--- config.mk ---
export PLATFORM = sky130hd
export DESIGN_NAME = byp_decode_bypass
export DESIGN_NICKNAME = d
export VERILOG_FILES = /design/src/rtl/byp_pkg.sv /design/src/rtl/byp_regfile.sv /design/src/rtl/byp_fwd_sel.sv /design/src/rtl/byp_decode_bypass.sv
export SDC_FILE = /design/constraint.sdc
export NUM_CORES = 2
export LEC_CHECK = 0
export BUFFER_PORTS_ARGS = -buffer_cell sky130_fd_sc_hd__buf_4
export CAP_MARGIN = 30
export CORE_ASPECT_RATIO = 1.4
export CORE_UTILIZATION = 30
export CTS_CLUSTER_SIZE = 14
export DETAILED_ROUTE_END_ITERATION = 6
export GPL_ROUTABILITY_DRIVEN = 0
export MAX_ROUTING_LAYER = met4
export PLACE_DENSITY_LB_ADDON = 0.05
export SYNTH_ARGS = -nofsm -noshare
export SYNTH_HDL_FRONTEND = slang
export SYNTH_SLANG_ARGS = --single-unit
export TNS_END_PERCENT = 10
--- constraint.sdc ---
create_clock -name clk -period 3.33 [get_ports clk]
set_input_delay 0.333 -clock clk [delete_from_list [all_inputs] [get_ports clk]]
set_output_delay 0.333 -clock clk [all_outputs]
set_load 0.03 [all_outputs]
--- src/rtl/byp_pkg.sv ---
package byp_pkg;
    localparam int XLEN   = 32;
    localparam int NREG   = 32;
    localparam int AW     = $clog2(NREG);
    localparam int NSTAGE = 3;   // index 0 = execute (youngest), 1 = memory, 2 = writeback
    localparam int NRD    = 2;   // read ports in decode

    typedef struct packed {
        logic            we;
        logic [AW-1:0]   rd;
        logic [XLEN-1:0] data;
    } stage_t;

    typedef struct packed {
        logic [NREG-1:0][XLEN-1:0] mem;
    } rf_state_t;
endpackage

--- src/rtl/byp_regfile.sv ---
module byp_regfile
    import byp_pkg::*;
#(
    parameter int W    = XLEN,
    parameter int N    = NREG,
    parameter int A    = AW,
    parameter int NR   = NRD
) (
    input  logic                 clk,
    input  logic                 rst_n,
    input  logic                 wr_en,
    input  logic [A-1:0]         wr_addr,
    input  logic [W-1:0]         wr_data,
    input  logic [NR-1:0][A-1:0] rd_addr,
    output logic [NR-1:0][W-1:0] rd_data
);
    typedef struct packed {
        logic [N-1:0][W-1:0] mem;
    } state_t;

    state_t st_d, st_q;

    // next-state process: writes to entry 0 are discarded
    always_comb begin
        st_d = st_q;
        if (wr_en && (wr_addr != '0)) begin
            st_d.mem[wr_addr] = wr_data;
        end
    end

    always_ff @(posedge clk or negedge rst_n) begin
        if (!rst_n) begin
            st_q <= '0;
        end else begin
            st_q <= st_d;
        end
    end

    for (genvar g = 0; g < NR; g++) begin : g_rd
        assign rd_data[g] = (rd_addr[g] == '0) ? '0 : st_q.mem[rd_addr[g]];
    end
endmodule

--- src/rtl/byp_fwd_sel.sv ---
module byp_fwd_sel
    import byp_pkg::*;
#(
    parameter int NS = NSTAGE
) (
    input  logic [AW-1:0]       src,
    input  logic [XLEN-1:0]     rf_val,
    input  stage_t [NS-1:0]     stg,
    output logic [XLEN-1:0]     opnd
);
    logic [NS-1:0] hit;

    // one comparator per older stage; destination 0 is never a candidate
    for (genvar g = 0; g < NS; g++) begin : g_cmp
        assign hit[g] = stg[g].we && (stg[g].rd != '0) && (stg[g].rd == src);
    end

    // walk oldest to youngest so the youngest hit is applied last
    always_comb begin
        opnd = rf_val;
        for (int i = NS - 1; i >= 0; i--) begin
            if (hit[i]) begin
                opnd = stg[i].data;
            end
        end
    end
endmodule

--- src/rtl/byp_decode_bypass.sv ---
module byp_decode_bypass
    import byp_pkg::*;
(
    input  logic            clk,
    input  logic            rst_n,
    input  logic [AW-1:0]   rs_a,
    input  logic [AW-1:0]   rs_b,
    input  logic            ex_we,
    input  logic [AW-1:0]   ex_rd,
    input  logic [XLEN-1:0] ex_data,
    input  logic            mem_we,
    input  logic [AW-1:0]   mem_rd,
    input  logic [XLEN-1:0] mem_data,
    input  logic            wb_we,
    input  logic [AW-1:0]   wb_rd,
    input  logic [XLEN-1:0] wb_data,
    output logic [XLEN-1:0] opnd_a,
    output logic [XLEN-1:0] opnd_b
);
    stage_t [NSTAGE-1:0]          stages;
    logic   [NRD-1:0][AW-1:0]     src;
    logic   [NRD-1:0][XLEN-1:0]   rf_val;
    logic   [NRD-1:0][XLEN-1:0]   resolved;

    assign stages[0] = '{we: ex_we,  rd: ex_rd,  data: ex_data};
    assign stages[1] = '{we: mem_we, rd: mem_rd, data: mem_data};
    assign stages[2] = '{we: wb_we,  rd: wb_rd,  data: wb_data};

    assign src[0] = rs_a;
    assign src[1] = rs_b;

    byp_regfile #(
        .W  (XLEN),
        .N  (NREG),
        .A  (AW),
        .NR (NRD)
    ) u_rf (
        .clk     (clk),
        .rst_n   (rst_n),
        .wr_en   (wb_we),
        .wr_addr (wb_rd),
        .wr_data (wb_data),
        .rd_addr (src),
        .rd_data (rf_val)
    );

    for (genvar g = 0; g < NRD; g++) begin : g_port
        byp_fwd_sel #(
            .NS (NSTAGE)
        ) u_sel (
            .src    (src[g]),
            .rf_val (rf_val[g]),
            .stg    (stages),
            .opnd   (resolved[g])
        );
    end

    assign opnd_a = resolved[0];
    assign opnd_b = resolved[1];
endmodule

## After elaboration in Yosys (flattened, before gate mapping)

Index checks and enable logic that the tools add are counted.

| word-level totals | value |
|---|---|
| flip-flop bits (word level) | 1,024 |
| bits of input ports | 126 |
| output and inout port bits | 64 |
| word-level logic and storage cells | 72 |

| cells by class | value |
|---|---|
| $lt $le $gt $ge | 4 |
| equality and inequality tests | 6 |
| mux-type cells | 15 |
| reduce and logical (&&, ||, !) cells | 15 |

Operator list:

| operator | number |
|---|---|
| $bwmux W1024 | 1 |
| $mux W32 | 11 |
| $bmux W32 S5 | 2 |
| $demux W32 S5 | 1 |
| $eq A5 B5 Y1 | 6 |
| $lt A5 B6 Y1 const B | 3 |
| $reduce_bool A5 Y1 | 3 |
| $logic_and A1 B1 Y1 | 10 |
| $logic_not A5 Y1 | 2 |
| $ge A5 B1 Y1 const B | 1 |

## Depth between registers and ports, before layout

| logic depth | value |
|---|---|
| depth in word-level cells | 6 |
| depth in mapped cells | 10 |

## Modules after synthesis

Synthesis repeated with hierarchy kept, for this count alone.

| unflattened totals | value |
|---|---|
| cell total of the unflattened synthesis | 3,973 |
| area, all modules | 57,214.9 sq um |

By module, submodules not included:

| module | instances | cells an instance | area an instance (sq um) |
|---|---|---|---|
| byp_regfile | 1 | 3,613 | 54,832.6 |
| byp_fwd_sel | 2 | 180 | 1,191.1 |

## Worst setup path after synthesis

No wires, ideal clock.

| path | value |
|---|---|
| kind | input-to-output |
| start | input port rs_a[0] |
| end | output port opnd_a[19] |
| arrival time | 2.323 ns |
| data required time | 2.997 ns |
| setup slack | 0.674 ns |
| stages | 10 |
| buffers on the path | 5 |
| path through | buf_2 > buf_6 > buf_4 > buf_4 > nor2_1 > a21oi_1 > o21ai_1 > buf_2 > a21o_1 > a31oi_1 |

| between the ends | value |
|---|---|
| cells in the longest elaborated chain, start to end | 6 |
| elaborated cells on any way between the ends | 13 |

RTL lines:

| element | line | text |
|---|---|---|
| from (decl) | byp_decode_bypass.sv:6 | `input logic [AW-1:0] rs_a,` |
| $bmux W32 S5 | byp_regfile.sv:40 | `assign rd_data[g] = (rd_addr[g] == '0) ? '0 : st_q.mem[rd_addr[g]];` |
| $mux W32 (implied by the code) | byp_regfile.sv:40 |  |
| $mux W32 | byp_regfile.sv:40 |  |
| $mux W32 (2 in series) | byp_fwd_sel.sv:22 | `if (hit[i]) begin` |
| $mux W32 (*) | byp_fwd_sel.sv:22 |  |
| to (decl) | byp_decode_bypass.sv:17 | `output logic [XLEN-1:0] opnd_a,` |

Every way passes the cells marked *; elsewhere a longest branch is shown, timed or not. The select of a mux whose other input is x is not followed.

## Worst setup path after layout

| path | value |
|---|---|
| start | input port wb_rd[0] |
| end | output port opnd_b[15] |

| between the ends | value |
|---|---|
| cells in the longest elaborated chain, start to end | 6 |
| elaborated cells on any way between the ends | 7 |

RTL lines:

| element | line | text |
|---|---|---|
| from (decl) | byp_decode_bypass.sv:15 | `input logic [AW-1:0] wb_rd,` |
| $reduce_bool A5 Y1 | byp_fwd_sel.sv:15 | `assign hit[g] = stg[g].we && (stg[g].rd != '0) && (stg[g].rd == src);` |
| $logic_and A1 B1 Y1 | byp_fwd_sel.sv:15 |  |
| $logic_and A1 B1 Y1 (*) | byp_fwd_sel.sv:15 |  |
| $mux W32 (*) (3 in series) | byp_fwd_sel.sv:22 |  |
| to (decl) | byp_decode_bypass.sv:18 | `output logic [XLEN-1:0] opnd_b` |

Every way passes the cells marked *; elsewhere a longest branch is shown, timed or not.

==> metrics <==
DP HPWL 163 mm; Static Leak 29.0 nW; met1 wire length 110 mm; post-synthesis xor/xnor area fraction 0.458%; design area 67900 µm²; Max Used Layer met4; Final Util 35.8%; Max Root-Sink Buffers 3; routed vias 39400; post-synthesis cell type count 56; # setup viols final 0; TritonCTS Buffers 115; Period Utilization, post-route 98.0%; clock sinks 1024; CP max stage cell or4_1; Post-Synth Simple-Gate Area 3.35%; Row Count 189; largest net degree at the start of global routing 102; Via density 5.77; Crit path largest cell delay 0.67 ns; CP Launch Type input pin; Starting Density 30.3%; global-route wire length before repair 343 mm; multi-input logic area 30000 µm²; status finished, final reports clean; drt wl/cell 35.5 µm; DRT iter0 DRCs 2928; final setup skew 0 ns; share of cells above drive strength 1 51.0%; Syn Area/Cell 14.0 µm²; slew margin rel. 33.8%; worst min-delay path class input pin to flip-flop; asr flop ratio synth 100%; Max Clk Rate 0.306 GHz; vias in the first global route 41200; Tot Pwr 39.8 mW; CP required 3.00 ns; commonest cells after routing, fill and taps aside dfrtp_1, mux2_2, mux4_2; Reg with most FFs u_rf.st_q; Synth warnings 0; Worst setup EP type output port; sequential area share after synthesis 44.7%; Die Y-Extent 519 µm; RSZ-0062 raised after global routing yes; Setup CP Type input pin to output port; mux share of post-synthesis cell area 40.9%; max reg flops 1024; PD cells 586 nW/µm²; core area 190000 µm²; max_cap viols 0; DR WL met2 119 mm; maximum fanout along the worst path 10; Die Wd 372 µm; Bufs and invs on worst path 4; Pre-antenna DRT Iters 5; VDD IR max 0.493 mV; commonest non-fill, non-tap cell in the layout dfrtp_1; CP most frequent cell buf_4; Post-CTS Setup Inserts 0; Non-Filler Instances 6828; Fillers 18400; register area 25600 µm²; CTS clk-pin slew, worst paths 0.06 ns; largest family of logic cells by synthesized area multiplexers; Mapped Area 57400 µm²; NumNets Final 4371; WL met3 8.85 mm; #FFs+latches synth 1024; IO buf count 189; Worst-Skew Late Latency 0.77 ns; net count after synthesis 4225; crit-path cells buf_4 -> or4_1 -> nor2_2 -> o31ai_4 -> buf_12 -> buf_4 -> or3_1 -> a31oi_1 -> buf_4; Synth Area in Adders 0%; initial antenna violation count 9; final WL 243 mm; grt ovf 0; Worst Tran Pin Value 0.988 ns; Post-DRT Antenna Nets 0; number of synthesized flops with an enable pin 0; Area after DPL 63700 µm²; Placed Instances 6610; CTS tree done; clock root cell clkbuf_16; Cells after Synth 4099; Final Max Tran Viols 0; I/O Pins 190; global-route usage over all layers 26.0%; residual DRC count 0; H-tree depth 3; ys flop type dfrtp_1; Synth-to-Final Area Change 18.3%; CP delay by family, top simple AND/OR/NAND/NOR gates; die area 193000 µm²; CP arrival 2.93 ns; Period minus WS final 3.26 ns; Hold Fails Final Rpt 0; largest registers u_rf.st_q (1024); Synth Area in Compound Gates 6.61%
through the flow:
step                      setup TNS, ns  hold WS [ns]  setup WS, ns
after floorplan                       0        0.0374         0.674
after global placement           -0.393         0.384        -0.218
after CTS                             0        0.0660       0.00666
final                                 0         0.125        0.0667
after global routing            -0.0482         0.114       -0.0482
after detailed placement         -0.348         0.388        -0.218
power breakdown:
part / total [mW] / switching (mW) / internal (mW)
Combinational: 9.21 / 4.22 / 4.99
Sequential: 16.7 / 1.84 / 14.8
Clock: 13.9 / 5.79 / 8.12
Total: 39.8 / 11.8 / 27.9
routing by layer:
| layer | vias up | global-route usage (%) |
|---|---|---|
| li1 | 16200 | - |
| met1 | 21900 | 35.5 |
| met2 | 1098 | 41.8 |
| met3 | 214 | 2.51 |
| met4 | 0 | 5.41 |
| met5 | - | - |
timing repair:
item,in CTS,in global routing
hold buffers,1,0
gates resized for setup,13,8
cloned,0,0
pin swaps,1,0
setup endpoints to repair,8,9
hold endpoints to repair,32,0
area by class of cell:
cell class,count,share of cell area (%)
Sequential cell,1024,37.8
Multi-Input combinational cell,2571,44.1
Antenna cell,4,0.0147
Tap cell,2483,4.58
Clock buffer,158,4.88
Clock inverter,55,1.11
Inverter,24,0.140
Timing Repair Buffer,509,7.39
kinds of logic (layout without fill, tap and decap cells):
group	Yosys count	in the layout
muxes	1670	1670
DFF	1024	1024
buffers and inverters	504	746
AOI/OAI and AO/OA	491	491
and+or+nand+nor	380	380
xor gates and xnor gates	30	30
other	0	4
worst paths after layout:
| path | from | to | slack [ns] | depth (start not counted) |
|---|---|---|---|---|
| worst max-delay path | wb_rd[0] | opnd_b[15] | 0.07 | 9 |
| max in group asynchronous | rst_n | u_rf.st_q[834]$_DFFE_PN0P_ | 1.98 | 3 |
| worst min register to register | u_rf.st_q[3]$_DFFE_PN0P_ | u_rf.st_q[3]$_DFFE_PN0P_ | 0.40 | 0 |
| min in group asynchronous | rst_n | u_rf.st_q[987]$_DFFE_PN0P_ | 0.18 | 2 |
| worst max register to register | u_rf.st_q[808]$_DFFE_PN0P_ | u_rf.st_q[808]$_DFFE_PN0P_ | 2.52 | 1 |
| worst min-delay path | wb_data[18] | u_rf.st_q[818]$_DFFE_PN0P_ | 0.13 | 2 |
Yosys cell counts, drive strengths merged (16+ instances only):
| master | number | area, µm² |
|---|---|---|
| a211oi | 50 | 375 |
| a21o | 39 | 293 |
| a221o | 16 | 160 |
| a221oi | 83 | 727 |
| a22oi | 71 | 533 |
| a31o | 21 | 184 |
| a31oi | 49 | 307 |
| buf | 262 | 1380 |
| clkbuf | 218 | 818 |
| dfrtp | 1024 | 25600 |
| inv | 24 | 90.1 |
| mux2 | 992 | 11200 |
| mux2i | 236 | 2360 |
| mux4 | 442 | 9950 |
| nand2 | 161 | 604 |
| nand3 | 47 | 235 |
| nand3b | 18 | 135 |
| nand4b | 32 | 280 |
| nor2 | 40 | 150 |
| nor4 | 22 | 138 |
| o211ai | 34 | 255 |
| o21bai | 40 | 300 |
| o31ai | 33 | 248 |
| xnor2 | 16 | 140 |
(Power assumes the default switching activity.)
